`config.mk`:
```
export PLATFORM = sky130hd
export DESIGN_NAME = sar_conv_seq
export DESIGN_NICKNAME = d
export VERILOG_FILES = /design/src/rtl/sar_conv_pkg.sv /design/src/rtl/sar_clk_div.sv /design/src/rtl/sar_trig_edge.sv /design/src/rtl/sar_engine.sv /design/src/rtl/sar_conv_seq.sv
export SDC_FILE = /design/constraint.sdc
export NUM_CORES = 1
export LEC_CHECK = 0
export ABC_AREA = 1
export CORE_ASPECT_RATIO = 2
export CORE_MARGIN = 4
export CORE_UTILIZATION = 35
export DETAILED_ROUTE_END_ITERATION = 8
export HOLD_SLACK_MARGIN = 0.06
export PLACE_DENSITY_LB_ADDON = 0.25
export SETUP_SLACK_MARGIN = 0.15
export SYNTH_ARGS = -nofsm -noshare
export SYNTH_HDL_FRONTEND = slang
export SYNTH_SLANG_ARGS = --single-unit
export TNS_END_PERCENT = 100
```
`constraint.sdc`:
```
create_clock -name clk_i -period 3.6 [get_ports clk_i]
set_input_delay 0.36 -clock clk_i [delete_from_list [all_inputs] [get_ports clk_i]]
set_output_delay 0.36 -clock clk_i [all_outputs]
set_load 0.005 [all_outputs]
```
`src/rtl/sar_conv_pkg.sv`:
```
package sar_conv_pkg;
  localparam int RES_BITS  = 10;
  localparam int HOLD_TCKS = 3;
  localparam int SEL_BITS  = 3;
  localparam int BUS_BITS  = 16;

  typedef enum logic [2:0] {
    A_CTRL = 3'd0,
    A_MUX  = 3'd1,
    A_TSRC = 3'd2,
    A_RLO  = 3'd3,
    A_RHI  = 3'd4
  } reg_addr_e;
endpackage

```
`src/rtl/sar_clk_div.sv`:
```
module sar_clk_div #(
  parameter int SEL_W = 3
) (
  input  logic             clk_i,
  input  logic             rst_ni,
  input  logic             run_i,
  input  logic             clr_i,
  input  logic [SEL_W-1:0] sel_i,
  output logic             tick_o
);
  localparam int CNT_W = (1 << SEL_W) - 1;

  logic [CNT_W-1:0] cnt_q;
  logic [CNT_W-1:0] lim;
  logic [CNT_W:0]   div_full;
  logic [SEL_W-1:0] shamt;

  always_comb begin
    shamt    = (sel_i == '0) ? SEL_W'(1) : sel_i;
    div_full = (CNT_W+1)'(1) << shamt;
    lim      = div_full[CNT_W-1:0] - 1'b1;
  end

  assign tick_o = run_i & (cnt_q == lim);

  always_ff @(posedge clk_i or negedge rst_ni) begin
    if (!rst_ni)     cnt_q <= '0;
    else if (clr_i)  cnt_q <= '0;
    else if (run_i)  cnt_q <= tick_o ? '0 : cnt_q + 1'b1;
  end


  wrap_chk: assert property (@(posedge clk_i) disable iff (!rst_ni)
    tick_o && !clr_i |=> cnt_q == '0);
endmodule

```
`src/rtl/sar_trig_edge.sv`:
```
module sar_trig_edge #(
  parameter int SRC_W = 3
) (
  input  logic                   clk_i,
  input  logic                   rst_ni,
  input  logic [SRC_W-1:0]       src_i,
  input  logic [(1<<SRC_W)-2:0]  evt_i,
  output logic                   rise_o
);
  localparam int N_EVT = (1 << SRC_W) - 1;

  logic [N_EVT-1:0] hit;
  logic             lvl, prev_q;

  for (genvar g = 1; g <= N_EVT; g++) begin : g_sel
    assign hit[g-1] = (src_i == SRC_W'(g)) & evt_i[g-1];
  end

  assign lvl    = |hit;
  assign rise_o = lvl & ~prev_q;

  always_ff @(posedge clk_i or negedge rst_ni) begin
    if (!rst_ni) prev_q <= 1'b0;
    else         prev_q <= lvl;
  end


  one_src_chk: assert property (@(posedge clk_i) disable iff (!rst_ni)
    $onehot0(hit));
endmodule

```
`src/rtl/sar_engine.sv`:
```
module sar_engine #(
  parameter int RES_W = 10,
  parameter int SH_T  = 3
) (
  input  logic             clk_i,
  input  logic             rst_ni,
  input  logic             go_i,
  input  logic             halt_i,
  input  logic             rerun_i,
  input  logic             tick_i,
  input  logic             cmp_i,
  output logic             busy_o,
  output logic             done_o,
  output logic             sample_o,
  output logic [RES_W-1:0] dac_o,
  output logic [RES_W-1:0] code_o
);
  localparam int FRAME  = SH_T + RES_W;
  localparam int STEP_W = $clog2(FRAME);

  logic              busy_q;
  logic [STEP_W-1:0] step_q, bidx;
  logic [RES_W-1:0]  sar_q, mask, nxt;
  logic              in_sar, last;

  always_comb begin
    in_sar = step_q >= STEP_W'(SH_T);
    bidx   = STEP_W'(FRAME-1) - step_q;
    mask   = in_sar ? (RES_W'(1) << bidx) : '0;
    nxt    = sar_q | (cmp_i ? mask : '0);
    last   = step_q == STEP_W'(FRAME-1);
  end

  assign busy_o   = busy_q;
  assign done_o   = busy_q & ~halt_i & tick_i & last;
  assign sample_o = busy_q & ~in_sar;
  assign dac_o    = busy_q ? (sar_q | mask) : '0;
  assign code_o   = nxt;

  always_ff @(posedge clk_i or negedge rst_ni) begin
    if (!rst_ni) begin
      busy_q <= 1'b0;
      step_q <= '0;
      sar_q  <= '0;
    end else if (go_i) begin
      busy_q <= 1'b1;
      step_q <= '0;
      sar_q  <= '0;
    end else if (halt_i) begin
      busy_q <= 1'b0;
      step_q <= '0;
      sar_q  <= '0;
    end else if (busy_q && tick_i) begin
      if (last) begin
        busy_q <= rerun_i;
        step_q <= '0;
        sar_q  <= '0;
      end else begin
        step_q <= step_q + 1'b1;
        sar_q  <= nxt;
      end
    end
  end


  hold_chk: assert property (@(posedge clk_i) disable iff (!rst_ni)
    busy_q && !tick_i && !go_i && !halt_i |=> $stable(step_q));

  msb_chk: assert property (@(posedge clk_i) disable iff (!rst_ni)
    busy_q && step_q == STEP_W'(SH_T) |-> dac_o == (RES_W'(1) << (RES_W-1)));
endmodule

```
`src/rtl/sar_conv_seq.sv`:
```
module sar_conv_seq
  import sar_conv_pkg::*;
#(
  parameter int RES_W = RES_BITS,
  parameter int SH_T  = HOLD_TCKS,
  parameter int SEL_W = SEL_BITS
) (
  input  logic                  clk_i,
  input  logic                  rst_ni,
  input  logic [2:0]            addr_i,
  input  logic                  wr_en_i,
  input  logic [7:0]            wr_data_i,
  output logic [7:0]            rd_data_o,
  output logic                  irq_o,
  input  logic                  irq_ack_i,
  input  logic [(1<<SEL_W)-2:0] trig_i,
  input  logic                  cmp_i,
  output logic [RES_W-1:0]      dac_code_o,
  output logic                  sample_o,
  output logic [4:0]            mux_ch_o,
  output logic [1:0]            ref_sel_o
);
  localparam int PAD = BUS_BITS - RES_W;

  logic             en_q, auto_q, ie_q, flag_q;
  logic [SEL_W-1:0] ps_q, src_q;
  logic [7:0]       mux_q;
  logic [RES_W-1:0] res_q, code;
  logic             wr_ctrl, go, busy, done, tick, rise, rerun;
  logic [BUS_BITS-1:0] res_bus;

  assign wr_ctrl = wr_en_i && (addr_i == A_CTRL);
  assign rerun   = en_q & auto_q & (src_q == '0);
  assign go      = ~busy & ((wr_ctrl & wr_data_i[7] & wr_data_i[6]) |
                            (en_q & auto_q & (src_q != '0) & rise));

  sar_clk_div #(.SEL_W(SEL_W)) u_div (
    .clk_i, .rst_ni,
    .run_i (busy),
    .clr_i (go | done),
    .sel_i (ps_q),
    .tick_o(tick)
  );

  sar_trig_edge #(.SRC_W(SEL_W)) u_trg (
    .clk_i, .rst_ni,
    .src_i (src_q),
    .evt_i (trig_i),
    .rise_o(rise)
  );

  sar_engine #(.RES_W(RES_W), .SH_T(SH_T)) u_eng (
    .clk_i, .rst_ni,
    .go_i    (go),
    .halt_i  (~en_q),
    .rerun_i (rerun),
    .tick_i  (tick),
    .cmp_i   (cmp_i),
    .busy_o  (busy),
    .done_o  (done),
    .sample_o(sample_o),
    .dac_o   (dac_code_o),
    .code_o  (code)
  );

  always_ff @(posedge clk_i or negedge rst_ni) begin
    if (!rst_ni) begin
      en_q <= 1'b0; auto_q <= 1'b0; ie_q <= 1'b0; ps_q <= '0;
      mux_q <= '0; src_q <= '0;
    end else if (wr_en_i) begin
      case (addr_i)
        A_CTRL: begin
          en_q   <= wr_data_i[7];
          auto_q <= wr_data_i[5];
          ie_q   <= wr_data_i[3];
          ps_q   <= wr_data_i[SEL_W-1:0];
        end
        A_MUX:   mux_q <= wr_data_i;
        A_TSRC:  src_q <= wr_data_i[7 -: SEL_W];
        default: ;
      endcase
    end
  end

  always_ff @(posedge clk_i or negedge rst_ni) begin
    if (!rst_ni)                                  flag_q <= 1'b0;
    else if (done)                                flag_q <= 1'b1;
    else if ((wr_ctrl && wr_data_i[4]) || irq_ack_i) flag_q <= 1'b0;
  end

  always_ff @(posedge clk_i or negedge rst_ni) begin
    if (!rst_ni)   res_q <= '0;
    else if (done) res_q <= code;
  end

  assign res_bus = mux_q[5] ? {res_q, {PAD{1'b0}}} : {{PAD{1'b0}}, res_q};

  always_comb begin
    case (addr_i)
      A_CTRL:  rd_data_o = {en_q, busy, auto_q, flag_q, ie_q, ps_q};
      A_MUX:   rd_data_o = mux_q;
      A_TSRC:  rd_data_o = {src_q, {(8-SEL_W){1'b0}}};
      A_RLO:   rd_data_o = res_bus[7:0];
      A_RHI:   rd_data_o = res_bus[15:8];
      default: rd_data_o = '0;
    endcase
  end

  assign irq_o     = flag_q & ie_q;
  assign mux_ch_o  = mux_q[4:0];
  assign ref_sel_o = mux_q[7:6];


  flag_set_chk: assert property (@(posedge clk_i) disable iff (!rst_ni)
    done |=> flag_q);

  ack_clr_chk: assert property (@(posedge clk_i) disable iff (!rst_ni)
    !done && irq_ack_i |=> !flag_q);

  abort_chk: assert property (@(posedge clk_i) disable iff (!rst_ni)
    !en_q && !go |=> !busy);

  idle_chk: assert property (@(posedge clk_i) disable iff (!rst_ni)
    !busy && !go |=> !busy);

  res_hold_chk: assert property (@(posedge clk_i) disable iff (!rst_ni)
    !done |=> $stable(res_q));
endmodule

```
==> summary.txt <==
Hold EP = u_eng.sar_q[4]$_DFFE_PN0P_
F_max = 348 MHz
Final Hold Fails = 0
GP Congestion = 0.918
Initial DRC count = 96
Syn_nets = 490
Routed WL = 9.12 mm
Slew at the pin closest to its max-slew limit = 651 ps
Worst hold slack = 472 ps
Startpoint types = flip-flop
Slew Limit Fails = 0
Final Skew = 4.48 ps
Switch share = 0.298
Internal = 1210 uW
Logic gate share of total power = 0.220
R2r startpoint = u_eng.step_q[0]$_DFFE_PN0P_
Clock-pin slew on the worst setup and hold paths = 70 ps
Mapped cell area = 3340 um2
HPWL Detailed = 7.03 mm
First-pass GRT wire length = 15.1 mm
Routed len/inst = 15.3 um
Period utilization = 0.798
Core ar. = 9320 um2
Max Cap Viol = 0
RSZ-0062 raised after global routing = no
Worst Reg2Reg Path Length in Cells = 7
Max-slew headroom = 0.566
Die Area = 11300 um2
Placed cells = 589
Clock Power Share = 0.353
Area Growth Syn to Fin = 20.1%
Fillcell total = 941
Layout cells sized above 1 = 0.0769
P_leak = 0.00199 uW
Worst R2R End = u_div.cnt_q[1]$_DFFE_PN0P_
Sink Count = 51
Layout net count = 525
Async set-or-reset flop fraction in the synthesized netlist = 1.00
Synth warn = 0
Top FF cell, synth = dfrtp_1
Die W = 77.1 um
Final setup violation count = 0
CTS tree = yes
Vias in the first global route = 3157
Setup TNS = 0 ps
Setup CP Type = flip-flop to primary output
Final antenna-violating net count = 0
Sequential cell area = 1280 um2
CTS Hold Bufs = 1
Status = completed
Clk_lat worst skew = 290 ps
IO Count = 50
Hold path cells = 2
GRT overflow = 0
Number of setup buffers added after CTS = 0
Largest net degree at the start of global routing = 35
R2r setup slk = 1300 ps
Sw Pwr = 514 uW
DR vias/cell = 5.16
# diodes = 0
Worst Hold Class = flip-flop to flip-flop
Cell Pwr Density = 428 nW/um2
Synth unique cells = 39
Tot GR Track Use = 0.167
Hold Crit Start = u_eng.sar_q[4]$_DFFE_PN0P_
Non-filler cells, final = 598
Tmin final = 2870 ps
Seq/Total Area, Yosys = 0.382
Mean Syn Cell Area = 7.30 um2
Sequential share of power = 0.427
# DRC = 0
Port Buf Inserts = 49
Die span in y = 146 um
Post-synth EDFFs = 0
Rows = 50
Critical path endpoint category = primary output
Vias post-DR = 3085
Antenna violations before repair = 0
FF+latch count, synth = 51
Clock Root Buffer = clkbuf_16
Num CTS Buffers = 5
Htree depth = 2
Crit-path max FO = 7
Peak VDD IR = 0.298 mV
CP arrival = 2510 ps
WP data required = 3240 ps
Area of the multi-input gates = 1690 um2
Initial Util = 0.359
First-pass DRT Iterations = 4
Clock Path Buffers = 2
Synth Instances = 458
Post_cts resized = 0
## critical path: stages (launching register included)
cell	delay (ps)
dfrtp_1	460
inv_1	120
ha_1	260
ha_1	380
nand2_1	100
nor2_1	150
nand2_1	70
a21oi_1	150
clkdlybuf4s50_1	540
## cell families (layout without fill, tap and decap cells)
logic type | Yosys count | after routing | share of synthesized area
simple gates | 241 | 241 | 0.328
buf+inv | 83 | 119 | 0.113
compound gates | 60 | 60 | 0.105
flops | 51 | 51 | 0.382
fa+ha+maj | 9 | 9 | 0.0337
xor+xnor | 9 | 9 | 0.0236
mux | 4 | 4 | 0.0135
other cells | 1 | 1 | 0.00112
## synthesized netlist by cell type (3+ instances only)
master | n | share of area
a21oi_1 | 22 | 0.033
a21oi_2 | 3 | 0.0079
buf_2 | 7 | 0.010
buf_4 | 9 | 0.020
buf_6 | 3 | 0.010
clkbuf_1 | 3 | 0.0034
dfrtp_1 | 51 | 0.38
ha_1 | 9 | 0.034
inv_1 | 53 | 0.060
inv_2 | 4 | 0.0045
mux2_2 | 4 | 0.013
nand2_1 | 149 | 0.17
nand3_1 | 32 | 0.048
nand4_1 | 22 | 0.041
nor2_1 | 17 | 0.019
nor2_2 | 7 | 0.013
o2111ai_1 | 4 | 0.010
o21ai_0 | 20 | 0.030
o21ai_1 | 3 | 0.0045
or2_2 | 3 | 0.0056
xnor2_1 | 4 | 0.010
xor2_1 | 5 | 0.013
## through the flow
stage                     worst slack [ps]  utilization  cell area, um2  power [uW]
after floorplan                       1720            -            3340         980
after global placement                 993        0.410            3820        1110
after detailed placement               992        0.410            3820        1130
after CTS                              709        0.431            4020        1750
after global routing                   522        0.431            4020        1820
final                                  726        0.431            4020        1720
## power groups by stage
stage	Sequential [uW]	Combinational [uW]	Clock [uW]
after floorplan	700	279	0
after global placement	745	367	0
after detailed placement	746	379	0
after CTS	735	383	628
after global routing	746	425	649
final	735	378	608
## area by class of cell
cell class,instances,area share
multi-input combinational,324,0.421
sequential,51,0.318
timing repair buffer,52,0.127
inverter,59,0.0551
tap,104,0.0324
clock buffer,6,0.0321
clock inverter,2,0.0150
## cells in the final DEF, fill, tap and decap left out, types with 5 or more instances in the layout
master / netlist / routed
clkbuf_16: 0 / 5
nand4_1: 22 / 22
nand3_1: 32 / 32
xor2_1: 5 / 5
nor2_1: 17 / 17
dfrtp_1: 51 / 51
a21oi_1: 22 / 22
ha_1: 9 / 9
o21ai_0: 20 / 20
nor2_2: 7 / 7
nand2_1: 149 / 149
clkdlybuf4s50_1: 0 / 48
inv_1: 53 / 53
## flip-flops by register name (all words and copies together), names as in the netlist, 3 cells and up
register,cells
mux_q,8
u_eng.sar_q,10
ps_q,3
u_div.cnt_q,7
u_eng.step_q,4
src_q,3
res_q,10
## worst max path at each step
stage,startpoint,endpoint,slack [ps]
global placement,addr_i[0],rd_data_o[5],990
finish,u_eng.step_q[0]$_DFFE_PN0P_,dac_code_o[9],730
detailed placement,addr_i[1],rd_data_o[6],990
global route,u_eng.step_q[0]$_DFFE_PN0P_,dac_code_o[9],520
CTS,u_eng.step_q[0]$_DFFE_PN0P_,dac_code_o[9],710
floorplan,ps_q[2]$_DFFE_PN0P_,res_q[0]$_DFFE_PN0P_,1720
## layer usage
| layer | global-route usage | vias up | routed length (um) |
|---|---|---|---|
| li1 | - | 1543 | - |
| met2 | 0.311 | 82 | 4870 |
| met3 | 0.0253 | 25 | 340 |
| met1 | 0.174 | 1435 | 3540 |
| met4 | 0.0927 | 0 | 363 |
| met5 | 0 | - | 0 |
Power figures use the tool's default switching activity.
